<file path="src/rtl/tlb_pkg.sv">
package tlb_pkg;

    // Bit positions inside the 64-bit mapping word
    localparam int MAP_W     = 64;
    localparam int MAP_VALID = 63;
    localparam int MAP_LOCK  = 6;
    localparam int MAP_SIDE  = 3;
    localparam int MAP_PRIV  = 2;
    localparam int MAP_WR    = 1;
    localparam int MAP_GLOB  = 0;

    typedef enum logic [1:0] {
        ST_IDLE  = 2'd0,
        ST_SWEEP = 2'd1,
        ST_DONE  = 2'd2
    } sweep_state_t;

    typedef struct packed {
        logic side;
        logic priv;
        logic wr;
    } page_attr_t;

endpackage

</file>
<file path="src/rtl/tlb_match.sv">
module tlb_match #(
    parameter int N     = 8,
    parameter int VPN_W = 51,
    parameter int CTX_W = 13,
    localparam int IDX_W = $clog2(N)
) (
    input  logic [N-1:0][VPN_W-1:0] slot_vpn,
    input  logic [N-1:0][CTX_W-1:0] slot_ctx,
    input  logic [N-1:0]            slot_valid,
    input  logic [N-1:0]            slot_glob,
    input  logic [VPN_W-1:0]        req_vpn,
    input  logic [CTX_W-1:0]        req_ctx,
    output logic                    any_hit,
    output logic [IDX_W-1:0]        hit_idx
);

    logic [N-1:0] hit_vec;

    // One comparator per slot
    for (genvar g = 0; g < N; g++) begin : g_cmp
        logic page_eq;
        logic ctx_ok;
        assign page_eq    = (slot_vpn[g] == req_vpn);
        assign ctx_ok     = slot_glob[g] || (slot_ctx[g] == req_ctx);
        assign hit_vec[g] = slot_valid[g] && page_eq && ctx_ok;
    end

    // Lowest index wins if several slots match
    always_comb begin
        any_hit = 1'b0;
        hit_idx = '0;
        for (int i = N - 1; i >= 0; i--) begin
            if (hit_vec[i]) begin
                any_hit = 1'b1;
                hit_idx = IDX_W'(i);
            end
        end
    end

endmodule

</file>
<file path="src/rtl/tlb_age.sv">
module tlb_age #(
    parameter int N = 8,
    localparam int IDX_W = $clog2(N)
) (
    input  logic             clk,
    input  logic             rst_n,
    input  logic             touch_en,
    input  logic [IDX_W-1:0] touch_idx,
    input  logic [N-1:0]     slot_valid,
    input  logic [N-1:0]     slot_lock,
    output logic             victim_ok,
    output logic [IDX_W-1:0] victim_idx
);

    // age 0 = most recently used, N-1 = least recently used
    logic [N-1:0][IDX_W-1:0] age_q;
    logic [N-1:0][IDX_W-1:0] age_d;

    always_comb begin
        age_d = age_q;
        if (touch_en) begin
            for (int i = 0; i < N; i++) begin
                if (IDX_W'(i) == touch_idx) begin
                    age_d[i] = '0;
                end else if (age_q[i] < age_q[touch_idx]) begin
                    age_d[i] = age_q[i] + 1'b1;
                end
            end
        end
    end

    always_ff @(posedge clk or negedge rst_n) begin
        if (!rst_n) begin
            for (int i = 0; i < N; i++) begin
                age_q[i] <= IDX_W'(i);
            end
        end else begin
            age_q <= age_d;
        end
    end

    // Victim: first free slot, else oldest slot that is not pinned
    logic             free_found;
    logic [IDX_W-1:0] free_idx;
    logic             cand_found;
    logic [IDX_W-1:0] cand_idx;
    logic [IDX_W-1:0] cand_age;

    always_comb begin
        free_found = 1'b0;
        free_idx   = '0;
        for (int i = N - 1; i >= 0; i--) begin
            if (!slot_valid[i]) begin
                free_found = 1'b1;
                free_idx   = IDX_W'(i);
            end
        end
    end

    always_comb begin
        cand_found = 1'b0;
        cand_idx   = '0;
        cand_age   = '0;
        for (int i = 0; i < N; i++) begin
            if (slot_valid[i] && !slot_lock[i] &&
                (!cand_found || age_q[i] > cand_age)) begin
                cand_found = 1'b1;
                cand_idx   = IDX_W'(i);
                cand_age   = age_q[i];
            end
        end
    end

    assign victim_ok  = free_found || cand_found;
    assign victim_idx = free_found ? free_idx : cand_idx;

endmodule

</file>
<file path="src/rtl/tlb_fsm.sv">
module tlb_fsm
    import tlb_pkg::*;
#(
    parameter int N = 8,
    localparam int IDX_W = $clog2(N)
) (
    input  logic             clk,
    input  logic             rst_n,
    input  logic             start,
    output logic             sweep_en,
    output logic [IDX_W-1:0] sweep_idx,
    output logic             busy,
    output logic             sweep_done
);

    localparam logic [IDX_W-1:0] LAST = IDX_W'(N - 1);

    sweep_state_t     state_q, state_d;
    logic [IDX_W-1:0] idx_q, idx_d;

    // Next state
    always_comb begin
        state_d = state_q;
        idx_d   = idx_q;
        unique case (state_q)
            ST_IDLE: begin
                if (start) begin
                    state_d = ST_SWEEP;
                    idx_d   = '0;
                end
            end
            ST_SWEEP: begin
                if (idx_q == LAST) begin
                    state_d = ST_DONE;
                end else begin
                    idx_d = idx_q + 1'b1;
                end
            end
            ST_DONE: begin
                state_d = ST_IDLE;
            end
            default: begin
                state_d = ST_IDLE;
            end
        endcase
    end

    // State register
    always_ff @(posedge clk or negedge rst_n) begin
        if (!rst_n) begin
            state_q <= ST_IDLE;
            idx_q   <= '0;
        end else begin
            state_q <= state_d;
            idx_q   <= idx_d;
        end
    end

    // Outputs
    always_comb begin
        sweep_en   = 1'b0;
        busy       = 1'b0;
        sweep_done = 1'b0;
        unique case (state_q)
            ST_IDLE:  ;
            ST_SWEEP: begin
                sweep_en = 1'b1;
                busy     = 1'b1;
            end
            ST_DONE: begin
                busy       = 1'b1;
                sweep_done = 1'b1;
            end
            default:  ;
        endcase
    end

    assign sweep_idx = idx_q;

endmodule

</file>
<file path="src/rtl/ctx_tlb.sv">
module ctx_tlb
    import tlb_pkg::*;
#(
    parameter int ENTRIES = 8,
    parameter int VA_W    = 64,
    parameter int PAGE_W  = 13,
    parameter int CTX_W   = 13,
    parameter int PA_W    = 41
) (
    input  logic              clk,
    input  logic              rst_n,
    input  logic              lk_valid,
    input  logic [VA_W-1:0]   lk_va,
    input  logic [CTX_W-1:0]  lk_ctx,
    output logic              lk_hit,
    output logic              lk_miss,
    output logic [PA_W-1:0]   lk_pa,
    output logic [2:0]        lk_attr,
    output logic [VA_W-1:0]   miss_va,
    output logic [CTX_W-1:0]  miss_ctx,
    input  logic              fill_valid,
    input  logic [VA_W-1:0]   fill_va,
    input  logic [CTX_W-1:0]  fill_ctx,
    input  logic [MAP_W-1:0]  fill_data,
    output logic              fill_done,
    output logic              fill_err,
    input  logic              flush_valid,
    input  logic [CTX_W-1:0]  flush_ctx,
    output logic              flush_done,
    output logic              busy
);

    localparam int VPN_W = VA_W - PAGE_W;
    localparam int PPN_W = PA_W - PAGE_W;
    localparam int IDX_W = $clog2(ENTRIES);

    // Slot storage
    logic [ENTRIES-1:0][VPN_W-1:0] vpn_q;
    logic [ENTRIES-1:0][CTX_W-1:0] ctx_q;
    logic [ENTRIES-1:0][PPN_W-1:0] ppn_q;
    page_attr_t [ENTRIES-1:0]      attr_q;
    logic [ENTRIES-1:0]            valid_q;
    logic [ENTRIES-1:0]            lock_q;
    logic [ENTRIES-1:0]            glob_q;
    logic [CTX_W-1:0]              flush_ctx_q;

    // Mapping bits this block does not use
    logic unused_map_bits;
    assign unused_map_bits = ^{fill_data[MAP_VALID-1:PA_W], fill_data[PAGE_W-1:MAP_LOCK+1],
                               fill_data[MAP_LOCK-1:MAP_SIDE+1], fill_va[PAGE_W-1:0]};

    // Sweep controller
    logic             sweep_en;
    logic [IDX_W-1:0] sweep_idx;

    tlb_fsm #(.N(ENTRIES)) u_fsm (
        .clk        (clk),
        .rst_n      (rst_n),
        .start      (flush_valid),
        .sweep_en   (sweep_en),
        .sweep_idx  (sweep_idx),
        .busy       (busy),
        .sweep_done (flush_done)
    );

    // Request arbitration: flush > fill > lookup, only when idle
    logic do_flush, do_fill, do_look;
    assign do_flush = !busy && flush_valid;
    assign do_fill  = !busy && !flush_valid && fill_valid;
    assign do_look  = !busy && !flush_valid && !fill_valid && lk_valid;

    // Associative search
    logic             any_hit;
    logic [IDX_W-1:0] hit_idx;

    tlb_match #(.N(ENTRIES), .VPN_W(VPN_W), .CTX_W(CTX_W)) u_match (
        .slot_vpn   (vpn_q),
        .slot_ctx   (ctx_q),
        .slot_valid (valid_q),
        .slot_glob  (glob_q),
        .req_vpn    (lk_va[VA_W-1:PAGE_W]),
        .req_ctx    (lk_ctx),
        .any_hit    (any_hit),
        .hit_idx    (hit_idx)
    );

    // Recency and victim choice
    logic             victim_ok;
    logic [IDX_W-1:0] victim_idx;
    logic             fill_ok;
    logic             touch_en;
    logic [IDX_W-1:0] touch_idx;

    assign fill_ok   = do_fill && victim_ok;
    assign touch_en  = fill_ok || (do_look && any_hit);
    assign touch_idx = fill_ok ? victim_idx : hit_idx;

    tlb_age #(.N(ENTRIES)) u_age (
        .clk        (clk),
        .rst_n      (rst_n),
        .touch_en   (touch_en),
        .touch_idx  (touch_idx),
        .slot_valid (valid_q),
        .slot_lock  (lock_q),
        .victim_ok  (victim_ok),
        .victim_idx (victim_idx)
    );

    // Slot writes: fill in idle, invalidation during sweep
    logic sweep_kill;
    assign sweep_kill = sweep_en && valid_q[sweep_idx] && !lock_q[sweep_idx] &&
                        !glob_q[sweep_idx] && (ctx_q[sweep_idx] == flush_ctx_q);

    always_ff @(posedge clk or negedge rst_n) begin
        if (!rst_n) begin
            vpn_q   <= '0;
            ctx_q   <= '0;
            ppn_q   <= '0;
            attr_q  <= '0;
            valid_q <= '0;
            lock_q  <= '0;
            glob_q  <= '0;
        end else begin
            if (fill_ok) begin
                vpn_q[victim_idx]   <= fill_va[VA_W-1:PAGE_W];
                ctx_q[victim_idx]   <= fill_ctx;
                ppn_q[victim_idx]   <= fill_data[PA_W-1:PAGE_W];
                attr_q[victim_idx]  <= '{side: fill_data[MAP_SIDE],
                                         priv: fill_data[MAP_PRIV],
                                         wr:   fill_data[MAP_WR]};
                valid_q[victim_idx] <= fill_data[MAP_VALID];
                lock_q[victim_idx]  <= fill_data[MAP_LOCK];
                glob_q[victim_idx]  <= fill_data[MAP_GLOB];
            end
            if (sweep_kill) begin
                valid_q[sweep_idx] <= 1'b0;
            end
        end
    end

    always_ff @(posedge clk or negedge rst_n) begin
        if (!rst_n) begin
            flush_ctx_q <= '0;
        end else if (do_flush) begin
            flush_ctx_q <= flush_ctx;
        end
    end

    // Registered responses
    always_ff @(posedge clk or negedge rst_n) begin
        if (!rst_n) begin
            lk_hit    <= 1'b0;
            lk_miss   <= 1'b0;
            lk_pa     <= '0;
            lk_attr   <= '0;
            miss_va   <= '0;
            miss_ctx  <= '0;
            fill_done <= 1'b0;
            fill_err  <= 1'b0;
        end else begin
            lk_hit    <= do_look && any_hit;
            lk_miss   <= do_look && !any_hit;
            fill_done <= fill_ok;
            fill_err  <= do_fill && !victim_ok;
            if (do_look && any_hit) begin
                lk_pa   <= {ppn_q[hit_idx], lk_va[PAGE_W-1:0]};
                lk_attr <= attr_q[hit_idx];
            end else begin
                lk_pa   <= '0;
                lk_attr <= '0;
            end
            if (do_look && !any_hit) begin
                miss_va  <= lk_va;
                miss_ctx <= lk_ctx;
            end
        end
    end

endmodule

</file>
<file path="config.mk">
export PLATFORM = sky130hd
export DESIGN_NAME = ctx_tlb
export DESIGN_NICKNAME = d
export VERILOG_FILES = /design/src/rtl/tlb_pkg.sv /design/src/rtl/tlb_match.sv /design/src/rtl/tlb_age.sv /design/src/rtl/tlb_fsm.sv /design/src/rtl/ctx_tlb.sv
export SDC_FILE = /design/constraint.sdc
export NUM_CORES = 2
export LEC_CHECK = 0
export BUFFER_PORTS_ARGS = -buffer_cell sky130_fd_sc_hd__buf_4
export CAP_MARGIN = 25
export CORE_MARGIN = 2
export CORE_UTILIZATION = 60
export CTS_CLUSTER_SIZE = 10
export DETAILED_ROUTE_END_ITERATION = 8
export PLACE_DENSITY = 0.8
export SYNTH_ARGS = -nofsm -noshare
export SYNTH_HDL_FRONTEND = slang
export SYNTH_SLANG_ARGS = --single-unit
</file>
<file path="constraint.sdc">
create_clock -name clk -period 23 [get_ports clk]
set_input_delay 1.15 -clock clk [delete_from_list [all_inputs] [get_ports clk]]
set_output_delay 1.15 -clock clk [all_outputs]
set_load 0.02 [all_outputs]
</file>
=== After elaboration in Yosys (flattened, before gate mapping) ===
Cells that the tools add are included.

* Logic and storage cells: 357
* Register bits: 951
* Output and inout port bits: 127
* Bits of input ports: 236

* Equality and inequality tests: 30
* Bitwise operators: 2
* Add/sub/neg operators: 9
* Muxes and demuxes: 118
* $lt $le $gt $ge: 21
* Reductions and logical operators: 107

{| class="wikitable"
|+ Operators with widths
! kind !! number
|-
| 408-bit bitwise mux || 1
|-
| 51-bit == test || 8
|-
| 224-bit bitwise mux || 1
|-
| 51-bit demux with 3-bit select || 1
|-
| 3-bit 2-to-1 mux || 51
|-
| 13-bit == test || 9
|-
| 104-bit bitwise mux || 1
|-
| 28-bit binary-select mux with 3-bit select || 1
|-
| 28-bit demux with 3-bit select || 1
|-
| 28-bit 2-to-1 mux || 2
|-
| 51-bit 2-to-1 mux || 1
|-
| 1-bit logical AND || 46
|-
| 41-bit 2-to-1 mux || 1
|-
| 13-bit binary-select mux with 3-bit select || 1
|-
| 13-bit demux with 3-bit select || 1
|-
| 1-bit 2-to-1 mux || 33
|-
| 3-bit by 1-bit adder with 3-bit output, second input constant || 9
|-
| 13-bit 2-to-1 mux || 2
|-
| 24-bit bitwise mux || 1
|-
| 8-bit bitwise mux || 3
|-
| 3-bit less-than comparator || 8
|-
| 1-bit logical NOT || 22
|-
| 3-bit greater-than comparator || 7
|-
| 3-bit binary-select mux with 3-bit select || 2
|-
| other kinds (26) || 74
|}

=== Longest topological paths before layout ===
* Depth in word-level cells: 40
* Gate-level depth with buffers: 66

=== Hierarchy ===
Synthesis repeated with hierarchy kept, for this count alone.

* Cells, all modules: 3,451
* Area, all modules: 46,453.3 sq um

{| class="wikitable"
|+ Modules (own cells, without submodules)
! module !! seq. area each (sq um) !! times used !! area an instance (sq um) !! cells each
|-
| ctx_tlb || 23,072.1 || 1 || 36,905.4 || 2,246
|-
| tlb_match || 0.0 || 1 || 6,263.5 || 816
|-
| tlb_age || 615.6 || 1 || 2,940.3 || 355
|-
| tlb_fsm || 125.1 || 1 || 344.1 || 34
|}

=== Worst setup path before layout ===
OpenSTA, ideal clock, no wires.

* Path type: reg-to-reg
* Start point: register valid_q[0]
* End point: register u_age.age_q[2] (netlist bit)
* Path buffers: 3
* Cell stages (with the launch flop): 57
* Path slack: 11.797 ns
* Arrival time: 11.079 ns
* Required time: 22.876 ns
* Library setup time: 0.124 ns
* Cells stage by stage: dfrtp_1 -> buf_2 -> nor2b_1 -> nand2_1 -> ha_1 -> a41o_1 -> a31oi_1 -> mux2_2 -> ha_1 -> nand3_1 -> o21ai_0 -> o21ai_0 -> nand2_1 -> mux2i_1 -> ha_1 -> nor2b_1 -> o21ai_0 -> nand3b_1 -> [... 21 more ...] -> o21ai_0 -> ha_1 -> nor2b_1 -> o21ai_0 -> a32oi_1 -> o21ai_0 -> and2_0 -> a31oi_1 -> nand2_1 -> nand2_1 -> buf_1 -> mux2i_1 -> a22oi_1 -> nand2_1 -> ha_1 -> o211a_1 -> o311a_1 -> a211o_1

* Cells in the longest elaborated chain, start to end: 38

{| class="wikitable"
|+ Ends and longest elaborated chain
! element !! line !! RTL
|-
| start: declaration || ctx_tlb.sv:42 || <nowiki>logic [ENTRIES-1:0] valid_q;</nowiki>
|-
| start signal: indexed assignment || ctx_tlb.sv:131 || <nowiki>valid_q[victim_idx] <= fill_data[MAP_VALID];</nowiki>
|-
| 1-bit logical AND || tlb_age.sv:65 || <nowiki>if (slot_valid[i] && !slot_lock[i] &&</nowiki>
|-
| 3-bit 2-to-1 mux / 1-bit 2-to-1 mux (equally long branches) || tlb_age.sv:65 ||
|-
| 3-bit greater-than comparator / 1-bit logical NOT (equally long branches) || tlb_age.sv:66 || <nowiki>(!cand_found || age_q[i] > cand_age)) begin</nowiki>
|-
| 1-bit logical OR || tlb_age.sv:66 ||
|-
| 1-bit logical AND || tlb_age.sv:65 ||
|-
| 3-bit 2-to-1 mux / 1-bit 2-to-1 mux (equally long branches) || tlb_age.sv:65 ||
|-
| 3-bit greater-than comparator / 1-bit logical NOT (equally long branches) || tlb_age.sv:66 ||
|-
| 1-bit logical OR || tlb_age.sv:66 ||
|-
| [... 22 more ...] || n/a ||
|-
| 1-bit logical OR || tlb_age.sv:74 || <nowiki>assign victim_ok = free_found || cand_found;</nowiki>
|-
| 1-bit logical AND || ctx_tlb.sv:94 || <nowiki>assign fill_ok = do_fill && victim_ok;</nowiki>
|-
| 3-bit 2-to-1 mux || ctx_tlb.sv:96 || <nowiki>assign touch_idx = fill_ok ? victim_idx : hit_idx;</nowiki>
|-
| 3-bit binary-select mux with 3-bit select || tlb_age.sv:25 || <nowiki>end else if (age_q[i] < age_q[touch_idx]) begin</nowiki>
|-
| 3-bit 2-to-1 mux (not written as such) || tlb_age.sv:25 ||
|-
| 3-bit less-than comparator || tlb_age.sv:25 ||
|-
| 2-bit nonzero test (no line) || n/a ||
|-
| 2-bit AND reduction (no line) || n/a ||
|-
| end signal: indexed assignment || tlb_age.sv:35 || <nowiki>age_q[i] <= IDX_W'(i);</nowiki>
|-
| end signal: assignment || tlb_age.sv:38 || <nowiki>age_q <= age_d;</nowiki>
|-
| end: declaration || tlb_age.sv:16 || <nowiki>logic [N-1:0][IDX_W-1:0] age_q;</nowiki>
|}

Parallel ways exist; a longest one is shown, timed or not. The select of a mux whose other input is x is not followed.
A chain may end at the register's enable or synchronous reset.

=== Worst setup path after layout ===
* Start point: register valid_q[0]
* End point: register vpn_q[343] (netlist bit)

* Cells in the longest elaborated chain, start to end: 36

{| class="wikitable"
|+ Ends and longest elaborated chain
! element !! line !! RTL
|-
| 1-bit logical AND || tlb_age.sv:65 ||
|-
| 3-bit 2-to-1 mux / 1-bit 2-to-1 mux (equally long branches) || tlb_age.sv:65 ||
|-
| 3-bit greater-than comparator / 1-bit logical NOT (equally long branches) || tlb_age.sv:66 ||
|-
| 1-bit logical OR || tlb_age.sv:66 ||
|-
| 1-bit logical AND || tlb_age.sv:65 ||
|-
| 3-bit 2-to-1 mux / 1-bit 2-to-1 mux (equally long branches) || tlb_age.sv:65 ||
|-
| 3-bit greater-than comparator / 1-bit logical NOT (equally long branches) || tlb_age.sv:66 ||
|-
| 1-bit logical OR || tlb_age.sv:66 ||
|-
| [... 20 more ...] || n/a ||
|-
| 1-bit logical AND || tlb_age.sv:65 ||
|-
| 3-bit 2-to-1 mux || tlb_age.sv:65 ||
|-
| 3-bit 2-to-1 mux || tlb_age.sv:75 || <nowiki>assign victim_idx = free_found ? free_idx : cand_idx;</nowiki>
|-
| 3-bit by 4-bit less-than comparator with 1-bit output (not written as such) / 3-bit by 1-bit greater-or-equal comparator with 1-bit output (equally long branches) || ctx_tlb.sv:125 || <nowiki>vpn_q[victim_idx] <= fill_va[VA_W-1:PAGE_W];</nowiki>
|-
| 1-bit logical AND (not written as such) || ctx_tlb.sv:125 ||
|-
| 51-bit 2-to-1 mux (not written as such) || ctx_tlb.sv:125 ||
|-
| 51-bit demux with 3-bit select || ctx_tlb.sv:125 ||
|-
| 408-bit bitwise mux || ctx_tlb.sv:125 ||
|-
| end signal: indexed assignment || ctx_tlb.sv:125 ||
|-
| end: declaration || ctx_tlb.sv:38 || <nowiki>logic [ENTRIES-1:0][VPN_W-1:0] vpn_q;</nowiki>
|}

Parallel ways exist; a longest one is shown, timed or not.

==> metrics.yaml <==
final_layout:
  layout.nets: 4602
  regArea_um2: 23800
  multi_input_area_um2: 23600
  stdcell_count: 5432
  num-fill-cells: 5893
  drive_gt1_frac: 0.333
  area_growth_syn_to_layout_pct: 13.5
timing:
  slew_headroom: 0.266
  tns_ns: 0
  grt_setup_unrepaired: "false"
  period_share: 0.581
  hold_viol: 0
  hold_ws_ns: 0.459
  max_freq_ghz: 0.0749
  finClkSkew_ns: 0.0538
  period_needed_ns: 13.36
  setup_violations: 0
  maxSlewViolCount: 0
  worst_pin_slew_ns: 1.09
floorplan:
  start_util: 0.604
  die_area_um2: 83100
  fp-row-count: 104
  die_y_um: 288
  core_um2: 80300
  pin_count: 363
  fp.dieW_um: 288
pwr:
  fin_total_pwr_mw: 5.80
  p_leak_nw: 25.2
  powerDensity_nw_per_um2: 105
  ir_drop_mv: 0.0708
synthesis:
  muxShareOfSynthArea: 0.225
  synth_warnings: 0
  syn_inst: 4068
  syn_area_per_cell_um2: 11.9
  yosysMostFrequentCell: "dfrtp_1"
  synth_edf_count: 0
  synth_adder_area_share: 0.0108
  synth_top_family_by_area: "multiplexers"
  synth-seq-cells: 951
  ys_seq_area_frac: 0.491
  yosys-top-cells-count: "dfrtp_1, mux2_2, xnor2_1"
  ys_async_sr_fraction: 1.00
  synthXorXnorAreaFrac: 0.0737
  synthFlopType: "dfrtp_1"
  synth_compound_area_frac: 0.0646
  synth_area_leaders: "dfrtp_1, mux2_2, xnor2_1, xor2_1, nand2b_1"
  synth_area_um2: 48500
  syn-num-nets: 4346
  yosysTopAreaCell: "dfrtp_1"
  ys_types: 90
  synth_simple_gate_area_share: 0.109
  synth_top_area_share: 0.485
setup_path:
  cp_slowest_stage_delay_ns: 0.77
  start_kind: "flip-flop"
  worstSetupEndpointType: "flip-flop"
  criticalPathCategory: "reg2reg"
  crit_required_ns: 23.58
  cp_common_cell: "o21ai_0"
  arrival_ns: 13.94
  critPathSlowestCell: "buf_4"
  worst-path-max-fanout: 52
global_route:
  antenna_found_initial: 20
  grt_pass1_vias: 35900
  gr-total-overflow: 0
  grtUsageTotal: 0.386
  grt_start_max_net_pins: 182
  grt_first_pass_wirelength_mm: 235
placed_design:
  dp_hpwl_mm: 107
  globalplace.congestion: 1.03
  place_inst: 5267
  io_buffer_count: 319
cts:
  cts_tree: "done"
  cts_max_level: 3
  post_cts_resized: 0
  postCtsHoldBufs: 0
  cts-buffers-inserted: 109
  root_buffer: "clkbuf_16"
  cts.clk_slew.worst_paths_ns: 0.06
  cts_sinks: 951
  cts_setup_buffers: 0
  cts_max_path_buffers: 3
  insertion_delay_ns: 0.71
worst_hold_path:
  hold_path_class: "in2async"
detailed_routing:
  ant_nets: 0
  remaining_drc_errors: 0
  viasPerCell: 6.70
  wl_per_cell_um: 29.7
  firstDrtPassIters: 8
  vias: 36400
  drtIter0Drc: 4119
  wl_mm: 161
status:
  run_status: "completed"
run:
  drv_cap: 0
-- cells in the final DEF (no fill, tap or decap), drive strengths merged, types with 12 or more instances in the layout --
master	instances
nand2	202
mux2i	83
a21oi	62
a22o	21
buf	369
dfstp	12
o2bb2ai	12
xor2	148
nor4	97
or4	13
o211ai	82
inv	85
o2111ai	26
dfrtp	939
mux2	895
clkbuf	137
nor2b	20
and3	19
nor2	62
nand2b	197
ha	42
nor3	33
xnor2	260
o21ai	92
nand3	66
nor4b	14
nand4	156
a22oi	38
-- worst max-delay path, delay by kind of cell, from the launching register on --
| kind | cells | cell delay [ns] |
|---|---|---|
| simple gates | 16 | 2.65 |
| mux | 5 | 1.78 |
| fa+ha+maj | 7 | 2.03 |
| flops | 1 | 0.32 |
| compound gates | 18 | 4.62 |
| buf+inv | 4 | 1.81 |
-- sequential cells by signal, indices dropped and copies added, names as in the netlist --
signal	count
attr_q	24
ctx_q	104
fill_done	1
fill_err	1
flush_ctx_q	13
glob_q	8
lk_attr	3
lk_hit	1
lk_miss	1
lk_pa	41
lock_q	8
miss_ctx	13
miss_va	64
ppn_q	224
u_age.age_q	24
u_fsm.state_q	2
u_fsm.sweep_idx	3
valid_q	8
vpn_q	408
-- power by group --
group	switching, mW	internal [mW]
registers	0.321	2.09
clock network	0.691	0.880
logic	0.958	0.853
-- cells by family after synthesis --
group,count (synthesis)
DFF,951
AOI/OAI and AO/OA,441
and+or+nand+nor,940
xor gates and xnor gates,408
buffers and inverters,308
adders and majority gates,42
muxes,978
-- cell type report --
| type | instances | share of cell area |
|---|---|---|
| Antenna cell | 10 | 0.000455 |
| Multi-Input combinational cell | 2809 | 0.428 |
| Timing Repair Buffer | 369 | 0.0520 |
| Sequential cell | 951 | 0.433 |
| Clock buffer | 137 | 0.0528 |
| Tap cell | 1060 | 0.0241 |
| Inverter | 84 | 0.00573 |
| Clock inverter | 12 | 0.00398 |
-- metal layers --
metal | wire length (µm) | vias up | global-route usage
li1 | - | 15200 | -
met1 | 62500 | 18400 | 0.519
met2 | 69100 | 2175 | 0.556
met3 | 19500 | 542 | 0.119
met4 | 9970 | 12 | 0.218
met5 | 92 | - | 0
-- metrics by stage --
step	utilization	setup WS [ns]	cell area [µm²]
2_1_floorplan	-	11.80	48500
3_3_place_gp	0.645	9.92	51800
3_5_place_dp	0.645	9.90	51800
4_1_cts	0.684	9.84	54900
5_1_grt	0.685	8.68	55000
6_report	0.685	9.64	55000
-- path summary, 6_finish.rpt --
kind / from / to / slack [ns] / cells after the start
worst min register to register: miss_va[48] / miss_va[48] / 0.48 / 2
worst max-delay path: valid_q[0] / vpn_q[343] / 9.64 / 50
worst max register to register: valid_q[0] / vpn_q[343] / 9.64 / 50
min in group clk: miss_va[48] / miss_va[48] / 0.48 / 2
worst min-delay path: rst_n / miss_va[38] / 0.46 / 1
max in group asynchronous: rst_n / ppn_q[182] / 19.67 / 5
No activity file was read; power rests on OpenSTA's default activity.
